## src/rtl/cmp_rx_pkg.sv

```systemverilog
package cmp_rx_pkg;
  typedef struct packed {
    logic advance;
    logic loadPtr;
    logic loadLen;
    logic setMis;
    logic setDone;
    logic captureIdx;
  } rxStrobe_t;
endpackage

```

## src/rtl/cmpRxData.sv

```systemverilog
module cmpRxData
  import cmp_rx_pkg::*;
#(
  parameter int ADDR_W = 6,
  parameter int DATA_W = 32
) (
  input  logic              clk,
  input  logic              rstN,
  input  rxStrobe_t         strb,
  input  logic              imgWrEn,
  input  logic [ADDR_W-1:0] imgWrAddr,
  input  logic [DATA_W-1:0] imgWrData,
  input  logic [ADDR_W:0]   ptrWrData,
  input  logic [ADDR_W:0]   lenWrData,
  input  logic [DATA_W-1:0] rxData,
  output logic              atEnd,
  output logic              wordNeq,
  output logic              lastWord,
  output logic [ADDR_W:0]   rdPtr,
  output logic [ADDR_W-1:0] firstBadIdx
);
  localparam int DEPTH = 1 << ADDR_W;
  localparam int PTR_W = ADDR_W + 1;

  logic [DATA_W-1:0] imgMem [DEPTH];
  logic [PTR_W-1:0]  imgLen;

  always_ff @(posedge clk) begin
    if (imgWrEn) imgMem[imgWrAddr] <= imgWrData;
  end

  always_ff @(posedge clk) begin
    if (!rstN) begin
      rdPtr       <= '0;
      imgLen      <= '0;
      firstBadIdx <= '0;
    end else begin
      if (strb.loadPtr)      rdPtr <= ptrWrData;
      else if (strb.advance) rdPtr <= rdPtr + PTR_W'(1);
      if (strb.loadLen)      imgLen <= lenWrData;
      if (strb.captureIdx)   firstBadIdx <= rdPtr[ADDR_W-1:0];
    end
  end

  assign atEnd    = rdPtr >= imgLen;
  assign wordNeq  = imgMem[rdPtr[ADDR_W-1:0]] != rxData;
  assign lastWord = (rdPtr + PTR_W'(1)) == imgLen;


  ptr_step_chk: assert property (@(posedge clk) disable iff (!rstN)
    (strb.advance && !strb.loadPtr) |=> rdPtr == $past(rdPtr) + PTR_W'(1));


  ptr_hold_chk: assert property (@(posedge clk) disable iff (!rstN)
    (atEnd && !strb.loadPtr) |=> $stable(rdPtr));


  ptr_load_chk: assert property (@(posedge clk) disable iff (!rstN)
    strb.loadPtr |=> rdPtr == $past(ptrWrData));
endmodule

```

## src/rtl/cmpRxCtrl.sv

```systemverilog
module cmpRxCtrl
  import cmp_rx_pkg::*;
(
  input  logic       clk,
  input  logic       rstN,
  input  logic       cmpModeEn,
  input  logic       rxValid,
  input  logic       ptrWrEn,
  input  logic       lenWrEn,
  input  logic [1:0] clrMask,
  input  logic       atEnd,
  input  logic       wordNeq,
  input  logic       lastWord,
  output rxStrobe_t  strb,
  output logic       mismatchFlag,
  output logic       doneFlag
);
  logic accept;

  assign accept = cmpModeEn && rxValid && !ptrWrEn && !atEnd;

  always_comb begin
    strb            = '0;
    strb.advance    = accept;
    strb.loadPtr    = ptrWrEn;
    strb.loadLen    = lenWrEn;
    strb.setMis     = accept && wordNeq;
    strb.setDone    = accept && lastWord;
    strb.captureIdx = accept && wordNeq && !mismatchFlag;
  end

  always_ff @(posedge clk) begin
    if (!rstN) begin
      mismatchFlag <= 1'b0;
      doneFlag     <= 1'b0;
    end else begin
      mismatchFlag <= strb.setMis  || (mismatchFlag && !clrMask[0]);
      doneFlag     <= strb.setDone || (doneFlag && !clrMask[1]);
    end
  end


  mis_set_chk: assert property (@(posedge clk) disable iff (!rstN)
    (cmpModeEn && rxValid && !ptrWrEn && !atEnd && wordNeq) |=> mismatchFlag);


  done_sticky_chk: assert property (@(posedge clk) disable iff (!rstN)
    (doneFlag && !clrMask[1]) |=> doneFlag);


  idle_mode_chk: assert property (@(posedge clk) disable iff (!rstN)
    (!cmpModeEn && !mismatchFlag) |=> !mismatchFlag);
endmodule

```

## src/rtl/cmpRxBuf.sv

```systemverilog
module cmpRxBuf
  import cmp_rx_pkg::*;
#(
  parameter int ADDR_W = 6,
  parameter int DATA_W = 32
) (
  input  logic              clk,
  input  logic              rstN,
  input  logic              imgWrEn,
  input  logic [ADDR_W-1:0] imgWrAddr,
  input  logic [DATA_W-1:0] imgWrData,
  input  logic              lenWrEn,
  input  logic [ADDR_W:0]   lenWrData,
  input  logic              ptrWrEn,
  input  logic [ADDR_W:0]   ptrWrData,
  input  logic [1:0]        clrMask,
  input  logic              cmpModeEn,
  input  logic              rxValid,
  input  logic [DATA_W-1:0] rxData,
  output logic              mismatchFlag,
  output logic              doneFlag,
  output logic [ADDR_W-1:0] firstBadIdx,
  output logic [ADDR_W:0]   rdPtr
);
  rxStrobe_t strb;
  logic      atEnd;
  logic      wordNeq;
  logic      lastWord;

  cmpRxCtrl i_ctrl (
    .clk          (clk),
    .rstN         (rstN),
    .cmpModeEn    (cmpModeEn),
    .rxValid      (rxValid),
    .ptrWrEn      (ptrWrEn),
    .lenWrEn      (lenWrEn),
    .clrMask      (clrMask),
    .atEnd        (atEnd),
    .wordNeq      (wordNeq),
    .lastWord     (lastWord),
    .strb         (strb),
    .mismatchFlag (mismatchFlag),
    .doneFlag     (doneFlag)
  );

  cmpRxData #(.ADDR_W(ADDR_W), .DATA_W(DATA_W)) i_data (
    .clk         (clk),
    .rstN        (rstN),
    .strb        (strb),
    .imgWrEn     (imgWrEn),
    .imgWrAddr   (imgWrAddr),
    .imgWrData   (imgWrData),
    .ptrWrData   (ptrWrData),
    .lenWrData   (lenWrData),
    .rxData      (rxData),
    .atEnd       (atEnd),
    .wordNeq     (wordNeq),
    .lastWord    (lastWord),
    .rdPtr       (rdPtr),
    .firstBadIdx (firstBadIdx)
  );


  idx_hold_chk: assert property (@(posedge clk) disable iff (!rstN)
    (mismatchFlag && !clrMask[0]) |=> $stable(firstBadIdx));


  reset_state_chk: assert property (@(posedge clk)
    !rstN |=> (rdPtr == '0 && !mismatchFlag && !doneFlag && firstBadIdx == '0));
endmodule

```

## config.mk

```make
export PLATFORM = sky130hd
export DESIGN_NAME = cmpRxBuf
export DESIGN_NICKNAME = d
export VERILOG_FILES = /design/src/rtl/cmp_rx_pkg.sv /design/src/rtl/cmpRxData.sv /design/src/rtl/cmpRxCtrl.sv /design/src/rtl/cmpRxBuf.sv
export SDC_FILE = /design/constraint.sdc
export NUM_CORES = 2
export LEC_CHECK = 0
export ABC_CLOCK_PERIOD_IN_PS = 8900
export CORE_MARGIN = 2
export CORE_UTILIZATION = 30
export CTS_CLUSTER_SIZE = 24
export DETAILED_ROUTE_END_ITERATION = 10
export SLEW_MARGIN = 20
export SYNTH_ARGS = -nofsm -noshare
export SYNTH_HDL_FRONTEND = slang
export SYNTH_SLANG_ARGS = --single-unit
```

## constraint.sdc

```tcl
create_clock -name clk -period 8.9 [get_ports clk]
set_input_delay 2.67 -clock clk [delete_from_list [all_inputs] [get_ports clk]]
set_output_delay 2.67 -clock clk [all_outputs]
set_load 0.01 [all_outputs]
```

### Yosys cells after proc, flatten, opt, wreduce, memory -nomap -nowiden

Memory sizes are Yosys's and may differ from the RTL's. A register that Yosys moved wholly into a read port is not among the register bits.
Cells that the tools add are included.
W data, S select, Z words.

* register bits: 22
* logic and storage cells: 32
* output and inout port bits: 15
* memories: 1
* RAM bits: 2048
* latch bits: 0
* bits in read-only memories: 0
* input port bits: 93

* shift-type cells: 0
* multiplexer cells: 6
* bitwise operators: 0
* eq/ne operators: 2
* reduce and logical (&&, ||, !) cells: 16
* add/subtract/negate cells: 1
* order comparisons: 1
* $mul: 0
* div/mod/pow operators: 0

Memories
* i_data.imgMem: depth 64, bits a word 32, read ports 1, clocked after Yosys merged registers in 1, write ports 1, line cmpRxData.sv:25 `logic [DATA_W-1:0] imgMem [DEPTH];`

Operator list (number)
* $ne A32 B32 Y1: 1
* $mux W7: 2
* $mux W6: 2
* $logic_and A1 B1 Y1: 8
* $add A7 B1 Y7 const B: 1
* $eq A7 B7 Y1: 1
* $ge A7 B7 Y1: 1
* $logic_not A1 Y1: 5
* $logic_or A1 B1 Y1: 2
* $mux W1: 2
* $reduce_bool A2 Y1: 1

### Longest topological paths before layout

* depth after elaboration: 7
* mapped depth: 18
* depth with buffers taken out: 12

### Cells and area by module

From an unflattened synthesis, not the netlist that was laid out.

* cells, all modules: 3824
* area, all modules: 80843.8 um^2

Modules (own cells, without submodules)
* cmpRxData: cells an instance 3808, area an instance 80692.4 um^2, seq. area each 62019.5 um^2, times used 1
* cmpRxCtrl: cells an instance 16, area an instance 151.4 um^2, seq. area each 40.0 um^2, times used 1

### Worst setup path after synthesis

OpenSTA, ideal clock, no wires.

* path type: in2reg
* from: input port imgWrAddr[5]
* to: memory i_data.imgMem[48][0] (enable)
* library setup time: 0.461 ns
* data required time: 8.439 ns
* setup slack: 2.883 ns
* stages: 4
* data arrival time: 5.556 ns
* path buffers: 1
* path through: clkbuf_1 nand3_1 or3_1 nor3_1

RTL lines
* from (decl): line cmpRxBuf.sv:10 `input logic [ADDR_W-1:0] imgWrAddr,`
* to (decl): line cmpRxData.sv:25

No word-level cell before the write port.

==> implementation parameters <==
Parameter                              Value

Status
  Run status    finished, final reports clean

Die
  Die outline height    around 520 um
  Count of pins on the block boundary    ~110
  Die Width    524 um
  Placement row count    190
  Floorplan Core Area    around 270000 um2
  Starting density of the core    a little under a third
  Die Area    roughly 270000 um2

Synthesis
  Synth Flop Type    edfxtp_1
  Post-synthesis cell area    81100 um2
  Count of warnings emitted by yosys    0
  Cell accounting for the most synthesized area    edfxtp_1
  Post-synth top area share    between 70% and 80%
  Avg Inst Size Synth    just over 20 um2
  Gate Count Post-Synth    around 4000
  Number of distinct standard cells referenced by the synthesized netlist    75
  Synth Net Count    around 4000
  Number of flip-flops and latches in the synthesized netlist    2076
  Dominant cells by area after synthesis    edfxtp_1 (76%), mux4_2 (9.7%), mux2i_1 (4.9%), a22oi_1 (1.5%), dfxtp_1 (0.69%)
  Fraction of the yosys area taken by sequential cells    between 70% and 80%
  Fraction of synthesis flops using an asynchronous set or reset pin    0%
  Number of flops mapped to enable cells by yosys    between 2000 and 2500

Timing
  TNS Setup    0 ns
  Minimum clock period    5.96 ns
  Transition time of the tightest slew-check pin    about 1.1 ns
  Rel. slew slack    between 20% and 30%
  Final setup violation count    0
  Worst hold slack across all endpoints    0.463 ns
  Final hold violation count    0
  Period utilisation layout    67.0%
  RSZ-0062 raised after global routing    false
  Clk_skew    roughly 0.056 ns
  Achievable Freq    between 150 and 200 MHz
  Number of slew-limit violations in the final report    0

Global route
  GRT Total Usage    between 15 and 20%
  Wire length of the first global-routing pass    about 340 mm
  Total global routing overflow    0
  Via count of the first global-routing pass    41600
  Antenna violations before repair    20
  Maximum number of pins on one net before global-route repair    approximately 100

Clocking
  Post-CTS setup buffers    0
  Hold-fix buffers, CTS    0
  Root buffer cell    clkbuf_16
  Clock tree from TritonCTS    built
  Clk pin slew, worst setup/hold paths    approximately 0.06 ns
  Sink count of the clock tree    slightly above 2000
  Clock Latency Late Sink    between 0.8 and 0.9 ns
  Quantity of gates resized following cts    0
  CTS H-Tree Depth    4
  Clock buffer depth    3
  TritonCTS buffer count    around 200

Final layout
  Area added between synthesis and finish    15.6%
  Final Net Count    between 4000 and 5000
  Final Util    34.9%
  Number of standard cells in the final layout excluding fillers    7960
  Layout cells sized above 1    21.5%
  FILL cells    around 25000

Place
  Count of port buffers added during placement    ~110
  DP Cell Count    7582
  Final weighted congestion of routability-driven global placement    ~0.9
  Sum of net half-perimeters after detailed placement    153 mm

Routing
  First-pass DRT Iterations    6
  Detail-routed via count per cell    about 5.4
  Via count    about 43000
  Number of nets with antenna violations after routing    0
  DRC violations left    0
  Count of routing violations after the opening detailed-route iteration    around 6700
  Routed wire per std cell    roughly 31 um
  Final routed wirelength across all metal layers    250 mm

Worst setup path
  Category of the worst setup path launch point    flop
  Crit path capture type    flop
  Slowest Stage Delay on Critical Path    0.71 ns
  Slowest cell on the critical path    buf_4
  List of cells traversed by the critical path    buf_4, buf_4, buf_4, mux4_2, o21ai_1, nand3_1, o211ai_1, xor2_1, nand4_1, nor4_2, buf_4, a311oi_4, mux2i_1
  CP Class    reg2reg
  Endpoint required time on the critical path    approximately 9.6 ns
  Arrival time of data at the critical path endpoint    6.68 ns
  Highest fanout seen on the critical path    40
  Worst path most repeated cell    buf_4

Power
  Static power due to leakage    around 29 nW
  Maximum vdd drop    roughly 0.19 mV
  Power Dens Cells    between 200 and 250 nW/um2
  PnR Total Power    between 0.02 and 0.025 W

Job
  Max-capacitance violation count    0

Worst hold path
  Worst min-delay path category    reg2reg
cell type report:
class | instances | area, um2 | area share, %
diodes | 7 | 17.5 | 0.0187
repair buffers | 276 | 2500 | 2.66
flip-flops and latches | 2076 | 62100 | 66.2
inverters | 17 | 63.8 | 0.0681
clock buffers | 242 | 5250 | 5.60
well taps | 3552 | 4440 | 4.74
multi-input cells | 1662 | 18200 | 19.4
clock inverters | 128 | 1170 | 1.25
sequential cells by signal, summed over array words and instances, names as in the netlist, named ones only:
| signal | flops |
|---|---|
| i_data.imgMem | 2048 |
| i_data.rdPtr | 7 |
| i_data.firstBadIdx | 6 |
| i_ctrl.mismatchFlag | 1 |
| i_data.imgLen | 7 |
| i_ctrl.doneFlag | 1 |
cells in the mapped netlist, types with 5 or more instances:
library cell / instances
o21a_1: 5
nor3_1: 18
a211oi_1: 8
mux4_2: 350
and4_1: 5
xor2_1: 22
a21oi_1: 47
nor4_1: 9
o2111ai_1: 5
a32oi_1: 6
clkbuf_1: 68
xnor2_1: 21
o211ai_1: 9
and2_1: 18
nor2b_1: 35
o22ai_1: 29
a2111oi_0: 6
nand2_1: 95
buf_1: 6
buf_6: 31
nor2_1: 115
buf_2: 57
o211a_1: 5
and3_1: 15
dfxtp_1: 28
mux2i_1: 395
nand2b_1: 13
buf_4: 48
a21o_1: 6
nand3_1: 77
nand4_1: 9
o21ai_1: 12
edfxtp_1: 2048
ha_1: 8
a31oi_1: 18
o21ai_0: 23
a22o_1: 10
mux2_2: 15
a22oi_1: 160
inv_1: 12
a221oi_1: 31
power by group:
| part | switching [W] | internal [W] | total (W) | leakage [nW] |
|---|---|---|---|---|
| sequential | 0.0000361 | 0.0108 | 0.0108 | 18.7 |
| combinational | 0.000926 | 0.000462 | 0.00139 | 6.78 |
| clock | 0.00377 | 0.00458 | 0.00835 | 3.11 |
| total | 0.00473 | 0.0159 | 0.0206 | 28.5 |
path summary, 6_finish.rpt:
check	start	to	slack, ns	depth (start not counted)
setup / recovery	flop	i_data.firstBadIdx[3]$_SDFFE_PN0P_	2.94	13
hold / removal	i_data.firstBadIdx[2]$_SDFFE_PN0P_	i_data.firstBadIdx[2]$_SDFFE_PN0P_	0.46	2
setup reg to reg	flop	i_data.firstBadIdx[3]$_SDFFE_PN0P_	2.94	13
hold reg to reg	i_data.firstBadIdx[2]$_SDFFE_PN0P_	i_data.firstBadIdx[2]$_SDFFE_PN0P_	0.46	2
kinds of logic (layout without fill, tap and decap cells):
family                   Yosys count  in the layout  share of synthesized area [%]
flip-flops                      2076           2076                           76.5
multiplexers                     760            760                           14.8
AND/OR/NAND/NOR                  440            440                           2.71
AO/OA/AOI/OAI                    411            411                           3.67
buffers and inverters            229            663                           1.69
XOR/XNOR                          43             43                          0.464
adder cells (fa/ha/maj)            8              8                          0.123
other                              0              7                              0
layer usage:
| metal | part of all wire [%] | GRT usage, % |
|---|---|---|
| met2 | 46 | 27.6 |
| met4 | 3.2 | 5.66 |
| met1 | 40 | 25.1 |
| met5 | 0.035 | 0 |
| met3 | 11 | 3.84 |
placed cells by master (no fill, tap or decap), types with 63 or more instances in the layout:
| cell | Yosys | layout |
|---|---|---|
| edfxtp_1 | 2048 | 2048 |
| clkdlybuf4s50_1 | 0 | 75 |
| mux2i_1 | 395 | 395 |
| a22oi_1 | 160 | 160 |
| mux4_2 | 350 | 350 |
| nor2_4 | 0 | 63 |
| clkbuf_16 | 0 | 204 |
| nand3_1 | 77 | 77 |
| buf_4 | 48 | 152 |
| nand2_1 | 95 | 95 |
metrics by stage:
| step | instance area [um2] | setup WS, ns |
|---|---|---|
| floorplan | 81100 | 2.88 |
| global placement | 86900 | 2.72 |
| detailed placement | 87300 | 2.68 |
| CTS | 93700 | 3.01 |
| global route | 93700 | 2.80 |
| finish | 93700 | 2.94 |
critical path, delay by kind of cell, from the launching register on:
kind | cells | cell delay (ns)
buffers and inverters | 4 | 2.05
AND/OR/NAND/NOR | 3 | 1.35
AO/OA/AOI/OAI | 3 | 0.96
multiplexers | 2 | 0.75
flip-flops | 1 | 0.36
XOR/XNOR | 1 | 0.22
Note: power is estimated with default switching activity, not from simulation.
